[src/rtl/s2p_pkg.sv]
`timescale 1ns/1ps
package s2p_pkg;

  // Number of divide-by-2 toggle stages; the word is 2**stages bits long.
  localparam int unsigned S2P_DIV_STAGES = 3;

  // Toggle stage k flips when every lower stage is at 1 (synchronous ripple).
  function automatic logic stage_flips(input int unsigned k, input logic [31:0] state);
    logic [31:0] mask;
    mask = (32'd1 << k) - 32'd1;
    return (state & mask) == mask;
  endfunction

  // Next content of a shift cascade: older bits move toward the MSB.
  function automatic logic [31:0] shift_in(input logic [31:0] cur, input logic b);
    return {cur[30:0], b};
  endfunction

endpackage

[src/rtl/s2p_shift_chain.sv]
`timescale 1ns/1ps
module s2p_shift_chain #(
  parameter int unsigned WORD_W = 8
) (
  input  logic              clk_i,
  input  logic              rst_i,
  input  logic              bit_i,
  output logic [WORD_W-1:0] stages_o
);

  logic [WORD_W-1:0] stage_q;

  // One flop per stage; stage 0 takes the serial bit, stage i takes stage i-1.
  for (genvar i = 0; i < WORD_W; i++) begin : g_stage
    logic d_in;
    if (i == 0) begin : g_head
      assign d_in = bit_i;
    end else begin : g_link
      assign d_in = stage_q[i-1];
    end
    always_ff @(posedge clk_i) begin
      if (rst_i) stage_q[i] <= 1'b0;
      else       stage_q[i] <= d_in;
    end
  end

  assign stages_o = stage_q;

  // the serial bit sampled at one edge sits in the head stage afterwards.
  assert_head_sample_R1: assert property (@(posedge clk_i) disable iff (rst_i)
    1'b1 |=> stage_q[0] == $past(bit_i));

  // the last stage holds what the one before it held a cycle earlier.
  assert_cascade_R1: assert property (@(posedge clk_i) disable iff (rst_i)
    1'b1 |=> stage_q[WORD_W-1] == $past(stage_q[WORD_W-2]));

endmodule

[src/rtl/s2p_word_divider.sv]
`timescale 1ns/1ps
module s2p_word_divider
  import s2p_pkg::*;
#(
  parameter int unsigned STAGES = S2P_DIV_STAGES
) (
  input  logic clk_i,
  input  logic rst_i,
  output logic word_clk_o,
  output logic wrap_o
);

  logic [STAGES-1:0] tap_q;
  logic [31:0]       tap_wide;

  assign tap_wide = 32'(tap_q);

  // Each toggle stage is a divide-by-2; together the taps are /2, /4, /8 ...
  for (genvar k = 0; k < STAGES; k++) begin : g_toggle
    logic flip;
    assign flip = stage_flips(k, tap_wide);
    always_ff @(posedge clk_i) begin
      if (rst_i)     tap_q[k] <= 1'b0;
      else if (flip) tap_q[k] <= ~tap_q[k];
    end
  end

  // Wrap event: every stage at 1, so the next edge returns all to 0.
  assign wrap_o     = &tap_q;
  assign word_clk_o = ~tap_q[STAGES-1];

  // the first stage divides by two.
  assert_first_stage_toggles_R4: assert property (@(posedge clk_i) disable iff (rst_i)
    1'b1 |=> tap_q[0] != $past(tap_q[0]));

  // after a wrap the whole chain is back at zero.
  assert_wrap_clears_R4: assert property (@(posedge clk_i) disable iff (rst_i)
    wrap_o |=> tap_q == '0);

endmodule

[src/rtl/s2p_hold_reg.sv]
`timescale 1ns/1ps
module s2p_hold_reg #(
  parameter int unsigned WORD_W = 8
) (
  input  logic              clk_i,
  input  logic              rst_i,
  input  logic              load_i,
  input  logic [WORD_W-1:0] word_i,
  output logic [WORD_W-1:0] word_o
);

  logic [WORD_W-1:0] hold_q;

  always_ff @(posedge clk_i) begin
    if (rst_i)       hold_q <= '0;
    else if (load_i) hold_q <= word_i;
  end

  assign word_o = hold_q;

  // without a load the held word does not move.
  assert_hold_stable_R3: assert property (@(posedge clk_i) disable iff (rst_i)
    !load_i |=> $stable(hold_q));

endmodule

[src/rtl/s2p_converter.sv]
`timescale 1ns/1ps
module s2p_converter
  import s2p_pkg::*;
#(
  parameter int unsigned DIV_STAGES = S2P_DIV_STAGES
) (
  input  logic                       clk_in,
  input  logic                       rst,
  input  logic                       ser_in,
  output logic [(1<<DIV_STAGES)-1:0] par_out,
  output logic                       word_clk
);

  localparam int unsigned WORD_W = 1 << DIV_STAGES;

  logic [WORD_W-1:0] stages;
  logic [WORD_W-1:0] capture_word;
  logic [31:0]       capture_wide;
  logic              wrap_evt;

  s2p_shift_chain #(.WORD_W(WORD_W)) u_shift (
    .clk_i   (clk_in),
    .rst_i   (rst),
    .bit_i   (ser_in),
    .stages_o(stages)
  );

  s2p_word_divider #(.STAGES(DIV_STAGES)) u_div (
    .clk_i     (clk_in),
    .rst_i     (rst),
    .word_clk_o(word_clk),
    .wrap_o    (wrap_evt)
  );

  // The capture takes the cascade as it will be after this edge, so the
  // word in the hold register includes the bit arriving at the wrap edge.
  assign capture_wide = shift_in(32'(stages), ser_in);
  assign capture_word = capture_wide[WORD_W-1:0];

  s2p_hold_reg #(.WORD_W(WORD_W)) u_hold (
    .clk_i (clk_in),
    .rst_i (rst),
    .load_i(wrap_evt),
    .word_i(capture_word),
    .word_o(par_out)
  );

  // the word clock rises exactly at a wrap edge.
  assert_wordclk_rise_at_wrap_R4: assert property (@(posedge clk_in) disable iff (rst)
    wrap_evt |=> $rose(word_clk));

  // no rise of the word clock happens away from a wrap.
  assert_no_stray_rise_R4: assert property (@(posedge clk_in) disable iff (rst)
    !wrap_evt |=> !$rose(word_clk));

  // the word taken at a wrap is the cascade plus the incoming bit.
  assert_capture_order_R2: assert property (@(posedge clk_in) disable iff (rst)
    wrap_evt |=> par_out == $past({stages[WORD_W-2:0], ser_in}));

  // during reset the outputs sit at their cleared values one edge later.
  assert_reset_clear_R5: assert property (@(posedge clk_in)
    rst |=> (par_out == '0) && word_clk);

endmodule

[config.mk]
export PLATFORM = sky130hd
export DESIGN_NAME = s2p_converter
export DESIGN_NICKNAME = d
export VERILOG_FILES = /design/src/rtl/s2p_pkg.sv /design/src/rtl/s2p_shift_chain.sv /design/src/rtl/s2p_word_divider.sv /design/src/rtl/s2p_hold_reg.sv /design/src/rtl/s2p_converter.sv
export SDC_FILE = /design/constraint.sdc
export NUM_CORES = 1
export LEC_CHECK = 0
export BUFFER_PORTS_ARGS = -buffer_cell sky130_fd_sc_hd__buf_2
export CORE_AREA = 2 2 39 41
export CTS_CLUSTER_DIAMETER = 30
export DETAILED_ROUTE_END_ITERATION = 7
export DIE_AREA = 0 0 41 43
export HOLD_SLACK_MARGIN = 0.03
export PLACE_DENSITY = 0.8
export SYNTH_ARGS = -nofsm -noshare
export SYNTH_HDL_FRONTEND = slang
export SYNTH_SLANG_ARGS = --single-unit
[constraint.sdc]
create_clock -name clk_in -period 2.01 [get_ports clk_in]
set_clock_uncertainty 0.2 [all_clocks]
set_input_delay 0.1005 -clock clk_in [delete_from_list [all_inputs] [get_ports clk_in]]
set_output_delay 0.1005 -clock clk_in [all_outputs]
set_load 0.05 [all_outputs]
Word-level counts from Yosys, hierarchy flattened
Index checks and enable logic that the tools add are counted.
{ "op_classes": {"div_mod_pow": 0, "bitwise": 3, "eq_ne": 1, "n_shift": 0, "magnitude_cmp": 0, "reduce_logical": 1, "mux": 0, "add_sub_neg": 0, "multipliers": 0} }
{ "ops": {"columns": ["op", "n"], "rows": [
  ["1-bit NOT", 3],
  ["3-bit AND reduction", 1],
  ["2-bit == test (second input constant)", 1]
]} }
{ "totals": {"word_cells": 16, "ram_bits": 0, "romBits": 0, "ff_bits": 18, "inputBits": 3, "output_inout_bits": 9, "latch_bits": 0, "mem_count": 0} }

Depth between registers and ports, before layout
Gate-level depths: netlist of the first run.
{ "depth": {"ltp_word": 1, "ltp_mapped": 3, "mapped_depth_nobuf": 2} }

Modules after synthesis
A second synthesis of the first run with hierarchy kept.
{ "unflattened": {"cells_unflattened": 60, "hier_area_um2": 661.9} }
{ "modules_own_cells": {"columns": ["mod", "area_per_inst_um2", "cells_per_inst", "instances", "seq_area_each_um2"], "rows": [
  ["s2p_hold_reg", 285.3, 26, 1, 160.2],
  ["s2p_shift_chain", 262.8, 23, 1, 160.2],
  ["s2p_word_divider", 113.9, 11, 1, 60.1]
]} }

Least setup slack after synthesis of the first run
Ideal clock, no wire load.
{ "synth_timing": {"path_type": "register -> register", "startpoint": "register u_div.tap_q[0]", "endpoint": "register u_hold.hold_q[0] (netlist: u_hold.word_o[0])", "path_stages_with_launch": 3, "synth_period_minus_slack_ns": 1.268, "arrival_ns": 0.948, "required_ns": 1.689, "setup_time_ns": 0.121, "setup_slack_ns": 0.742, "path_buffers": 0, "cell_sequence": "dfxtp_1 and3_2 mux2_2"} }
{ "synth_between": {"elab_chain_cells": 1} }
{ "synth_rtl": {"columns": ["item", "line", "rtl"], "rows": [
  ["start, declared", "s2p_word_divider.sv:13", "logic [STAGES-1:0] tap_q;"],
  ["start signal, assigned by index", "s2p_word_divider.sv:24", "else if (flip) tap_q[k] <= ~tap_q[k];"],
  ["3-bit AND reduction", "s2p_word_divider.sv:29", "assign wrap_o = &tap_q;"],
  ["end signal, assigned", "s2p_hold_reg.sv:16", "else if (load_i) hold_q <= word_i;"],
  ["end, declared", "s2p_hold_reg.sv:12", "logic [WORD_W-1:0] hold_q;"]
]} }
No other way between the ends.
A chain may end at the register's enable or synchronous reset.

Worst setup path after layout of the first run
{ "layout_timing": {"startpoint": "input port rst", "endpoint": "register u_shift.stage_q[0] (netlist: u_shift.g_stage[1].d_in)"} }
{ "layout_rtl": {"columns": ["item", "line", "rtl"], "rows": [
  ["start, declared", "s2p_converter.sv:8", "input logic rst,"],
  ["end signal, assigned by index", "s2p_shift_chain.sv:23", "else stage_q[i] <= d_in;"],
  ["end, declared", "s2p_shift_chain.sv:11", "logic [WORD_W-1:0] stage_q;"]
]} }
No word-level cell between the ends.

==> flow_summary.json, run 1 <==
{
  "outcome": "finished, final reports clean",
  "syn_inst": 52,
  "cts_hold_buf": 3,
  "hold_path_class": "flip-flop to flip-flop",
  "chipHeight_um": 43,
  "io_pins": 12,
  "core_area_um2": 1384,
  "io_buffers": 11,
  "crit_required_ps": 1990,
  "synth.area.top_cells": "dfxtp_1, mux2_2, nor2b_1",
  "reg2reg_slack_ps": 650,
  "fill_cells": 127,
  "synth-seq-cells": 18,
  "layout_setup_ws_ps": 416.7,
  "route.vias.total": 389,
  "rsz0062_at_grt": "no",
  "avgSynthCellArea_um2": 12.01,
  "ff2ff_path_depth": 2,
  "routedWlPerCell_um": 10.65,
  "synthSimpleGateAreaFrac_pct": 22.44,
  "place.gp.congestion": 0.7055,
  "syn-num-nets": 55,
  "insertion_delay_ps": 280,
  "place_ws_ps": 672.1,
  "drtIter0Drc": 3,
  "p_per_area_nw_per_um2": 815.9,
  "place_hpwl_um": 615.1,
  "crit_path_end_kind": "flip-flop",
  "worstSetupStartpoint": "rst",
  "drc": 0,
  "worstSetupPathType": "primary input to flip-flop",
  "clockBufferDepth": 2,
  "finalNonFillerCells": 85,
  "antennaDiodeCount": 0,
  "relSlewSlack_pct": 80.98,
  "grt_pass1_vias": 357,
  "peakVddDrop_mv": 0.4527,
  "finalMaxSlewViolations": 0,
  "synth-seq-area-share_pct": 57.72,
  "synth_fa_ha_area_share_pct": 0,
  "yosysWarnings": 0,
  "period_needed_ps": 1593,
  "grt_max_degree": 20,
  "synth_largest_area_cell": "dfxtp_1",
  "cts_tree": "built",
  "htreeDepth": 1,
  "r2r_end": "u_hold.word_o[0]",
  "crit_path_start_kind": "primary input",
  "antenna_found_initial": 0,
  "die_area_um2": 1763,
  "setup_tns_ps": 0,
  "worstMarginPinSlew_ps": 285.4,
  "synth_area_um2": 624.3,
  "cts.sinks": 18,
  "cap_viol_max_count": 0,
  "cp.arrival_ps": 1570,
  "hold_viol_final": 0,
  "die_w_um": 41,
  "final_antenna_net_count": 0,
  "cts_resized": 0,
  "first_pass_iters": 2,
  "r2r_start": "u_div.tap_q[0]",
  "synth_mux_area_share_pct": 14.23,
  "via_per_inst": 4.576,
  "cts.reportedPaths.clkPinSlew_ps": 100,
  "cts_setup_buffers": 0,
  "synth_top_family_by_area": "simple AND/OR/NAND/NOR gates",
  "netlist.area_leader.share_pct": 57.72,
  "rows": 14,
  "synth_compound_area_share_pct": 2.405,
  "netlist-cell-type-count": 15,
  "dp_cells": 78,
  "grt_usage_pct": 12.99,
  "grt_pass1_wl_mm": 1.490,
  "worstPathMaxFanout": 19,
  "wl_um": 905,
  "fin_nets": 73,
  "clockRootBuffer": "clkbuf_4",
  "total_leakage_power_uw": 0.0003558,
  "cts_buffers": 3,
  "initial_core_util_pct": 45.12,
  "setup_violations": 0,
  "finalCritPeriodShare_pct": 79.27,
  "grt_overflow": 0,
  "synthXorXnorAreaFrac_pct": 1.403,
  "fmax_mhz": 627.6,
  "areaGrowthSynthToFinish_pct": 21.44,
  "endpoint": "u_shift.g_stage[1].d_in",
  "drive_above_1_share_pct": 36.23
}
-- through the flow --
step / instance area (um2) / utilization (%) / power [uW] / hold slack (ps)
after global routing: 758.2 / 54.79 / 643.8 / 284.3
after global placement: 691.9 / 50.00 / 405.2 / 177.7
after floorplan: 624.3 / - / 399.2 / -19.43
after detailed placement: 691.9 / 50.00 / 406.5 / 173.6
after CTS: 758.2 / 54.79 / 627.5 / 271.9
final: 758.2 / 54.79 / 618.6 / 264.0
-- sequential cells by signal, indices dropped and copies added, names as in the netlist --
| signal | count |
|---|---|
| u_shift.g_stage.d_in | 7 |
| u_hold.word_o | 8 |
| u_div.tap_q | 3 |
-- worst max-delay path: stages --
cell           delay [ps]
dlygate4sd3_1         520
buf_2                 280
nor2b_1               100
dlygate4sd3_1         570
-- how the worst min path moves through the flow --
stage,end,cells after the start,from
after global routing,u_shift.g_stage[3].d_in,1,u_shift.g_stage[2].d_in
after floorplan,u_shift.g_stage[1].d_in,1,rst
final,u_shift.g_stage[4].d_in,1,u_shift.g_stage[3].d_in
after CTS,u_shift.g_stage[3].d_in,1,u_shift.g_stage[2].d_in
after global placement,u_shift.g_stage[1].d_in,2,ser_in
after detailed placement,u_shift.g_stage[1].d_in,2,ser_in
-- Yosys cell counts --
cell and number:
dfxtp_1 18, nor2b_1 8, mux2_2 7, and2b_1 6
nand2b_1 2, nor2_1 2, a21bo_2 1, a21oi_1 1
and3_2 1, buf_4 1, inv_1 1, mux2i_1 1
nand3_2 1, nand3b_1 1, xnor2_1 1
-- power breakdown --
group	internal, uW	leakage (uW)	switching [uW]
Sequential	365	0.000146	7.73
Combinational	15.4	0.000189	14.8
Clock	110	0.0000210	106
-- final cells by class --
type | instances | area (um2) | area share, %
inverters | 1 | 3.754 | 0.4950
well taps | 16 | 20.02 | 2.640
multi-input cells | 32 | 252.7 | 33.33
flip-flops and latches | 18 | 360.3 | 47.52
repair buffers | 14 | 85.08 | 11.22
clock buffers | 4 | 36.28 | 4.785
-- logic make-up after synthesis --
| family | after synthesis |
|---|---|
| simple gates | 21 |
| buf+inv | 2 |
| mux | 8 |
| flops | 18 |
| compound gates | 2 |
| xor+xnor | 1 |
-- cells in the final DEF, fill, tap and decap left out --
cell / instances
a21oi_1: 1
mux2i_1: 1
dfxtp_1: 18
nor2b_1: 8
inv_1: 1
nand3b_1: 1
nor2_1: 2
clkbuf_8: 1
mux2_2: 7
nand2b_1: 2
clkbuf_4: 3
and3_2: 1
buf_2: 11
dlygate4sd3_1: 3
and2b_1: 6
a21bo_2: 1
xnor2_1: 1
nand3_2: 1
-- metal layers --
| metal | up-vias | track usage [%] | part of all wire (%) |
|---|---|---|---|
| met2 | 7 | 16.56 | 46 |
| li1 | 204 | - | - |
| met4 | 0 | 10.00 | 1.1 |
| met1 | 176 | 17.00 | 49 |
| met3 | 2 | 4.712 | 4.4 |
| met5 | - | 0 | 0 |
No activity file was read; power rests on OpenSTA's default activity.
==> run 2, diff against run 1 <==
--- a/config.mk
+++ b/config.mk
@@ -6,12 +6,12 @@
 export NUM_CORES = 1
 export LEC_CHECK = 0
 export BUFFER_PORTS_ARGS = -buffer_cell sky130_fd_sc_hd__buf_2
-export CORE_AREA = 2 2 39 41
+export CORE_MARGIN = 2
+export CORE_UTILIZATION = 45
 export CTS_CLUSTER_DIAMETER = 30
 export DETAILED_ROUTE_END_ITERATION = 7
-export DIE_AREA = 0 0 41 43
 export HOLD_SLACK_MARGIN = 0.03
-export PLACE_DENSITY = 0.8
+export PLACE_DENSITY = 0.81
 export SYNTH_ARGS = -nofsm -noshare
 export SYNTH_HDL_FRONTEND = slang
 export SYNTH_SLANG_ARGS = --single-unit
==> constraint.sdc (replaced) <==
create_clock -name clk_in -period 1.35 [get_ports clk_in]
set_clock_uncertainty 0.2 [all_clocks]
set_input_delay 0.0675 -clock clk_in [delete_from_list [all_inputs] [get_ports clk_in]]
set_output_delay 0.0675 -clock clk_in [all_outputs]
set_load 0.05 [all_outputs]
==> run 2 against run 1 <==
Global-route usage grew 2.4 points. Routed wire length up 7.4%. Critical path type unchanged. Setup slack worse by 350 ps.
==> flow_summary.json, run 2 (synthesized netlist as in run 1, its figures left out) <==
{
  "drc": 0,
  "cap_viol_max_count": 0,
  "chipHeight_um": 41.25,
  "period_needed_ps": 1279,
  "cts.sinks": 18,
  "grt_overflow": 0,
  "outcome": "finished, final reports clean",
  "grt_usage_pct": 15.43,
  "cts_buffers": 3,
  "p_per_area_nw_per_um2": 1207,
  "insertion_delay_ps": 290,
  "grt_pass1_wl_mm": 1.580,
  "core_area_um2": 1301,
  "antenna_found_initial": 0,
  "routedWlPerCell_um": 11.44,
  "via_per_inst": 4.741,
  "hold_slack_ps": 263.9,
  "areaGrowthSynthToFinish_pct": 23.05,
  "total_leakage_power_uw": 0.0003617,
  "place.gp.congestion": 0.7252,
  "relSlewSlack_pct": 83.26,
  "drtIter0Drc": 7,
  "die_area_um2": 1702,
  "cts.reportedPaths.clkPinSlew_ps": 100,
  "fmax_mhz": 781.8,
  "fin_nets": 74,
  "crit_required_ps": 1340,
  "finalCritPeriodShare_pct": 94.75,
  "setup_tns_ps": 0,
  "finalMaxSlewViolations": 0,
  "drive_above_1_share_pct": 42.86,
  "hold_viol_final": 0,
  "io_pins": 12,
  "place_hpwl_um": 679,
  "fill_cells": 113,
  "rsz0062_at_grt": "no",
  "cts_tree": "built",
  "first_pass_iters": 4,
  "htreeDepth": 1,
  "worstSetupPathType": "primary input to flip-flop",
  "wl_um": 972,
  "clockBufferDepth": 2,
  "final_antenna_net_count": 0,
  "grt_pass1_vias": 371,
  "crit_path_start_kind": "primary input",
  "cp.arrival_ps": 1270,
  "clockRootBuffer": "clkbuf_4",
  "antennaDiodeCount": 0,
  "largest_reg_flops": 8,
  "grt_max_degree": 14,
  "initial_core_util_pct": 47.98,
  "setup_violations": 0,
  "rows": 13,
  "crit_path_end_kind": "flip-flop",
  "worstMarginPinSlew_ps": 252.9,
  "peakVddDrop_mv": 0.6843,
  "worstPathMaxFanout": 13,
  "hold_path_class": "flip-flop to flip-flop",
  "io_buffers": 11,
  "die_w_um": 41.25,
  "final_cell_mix": "dfxtp_1, buf_2, nor2b_1, mux2_2, and2b_1",
  "mostFrequentLayoutCell": "dfxtp_1",
  "route.vias.total": 403
}
[run 2: cell types whose count changed in the layout (fill, tap and decap cells not counted)]
cell           change
clkbuf_4           +1
buf_4              +2
dfxtp_2            +3
dfxtp_1            -3
dlygate4sd3_1      -1
buf_2              -1
[run 2: layer usage]
layer | GRT usage, % | vias up | part of all wire (%)
met5 | 0 | - | 0
met4 | 12.10 | 0 | 2.2
met3 | 4.891 | 4 | 6.0
met2 | 24.22 | 16 | 47
met1 | 17.00 | 179 | 45
li1 | - | 204 | -
[run 2: cell type report]
type	count	area, um2	share of cell area (%)
timing repair buffer	15	92.59	12.05
tap	15	18.77	2.443
multi-input combinational	32	252.7	32.90
sequential	18	364.1	47.39
clock buffer	4	36.28	4.723
inverter	1	3.754	0.4886
[run 2: worst paths after layout]
check,startpoint,end,slack (ps),cells past startpoint
min reg2reg,u_shift.g_stage[4].d_in,u_shift.g_stage[5].d_in,260,1
max,rst,u_hold.word_o[1],70,5
min,u_shift.g_stage[4].d_in,u_shift.g_stage[5].d_in,260,1
max reg2reg,u_div.tap_q[0],u_hold.word_o[1],90,2
[run 2: repair_timing]
action,CTS,global route
buffers inserted,0,0
setup endpoints to repair,0,1
hold buffers,2,0
resized for setup,0,4
endpoints found under the hold margin,8,0
[run 2: where the power goes]
part           internal (uW)  leakage [uW]  switching, uW
Combinational           26.1      0.000194           24.4
Clock                    164     0.0000210            158
Sequential               544      0.000147           10.7
[run 2: critical path, stage by stage]
cell and delay (ps):
dlygate4sd3_1 520, clkbuf_4 200, buf_4 160, nor2b_1 50, mux2_2 260
[run 2: stage by stage]
step	cells	setup WS, ps	area, um2	total power, uW	util [%]
finish	85	70.86	768.2	927.4	59.04
global placement	79	80.99	705.7	608.4	54.23
detailed placement	79	39.72	705.7	610.3	54.23
global route	85	46.19	768.2	967.6	59.04
CTS	85	20.16	762.0	930.3	58.56
floorplan	52	81.72	624.3	594.3	-
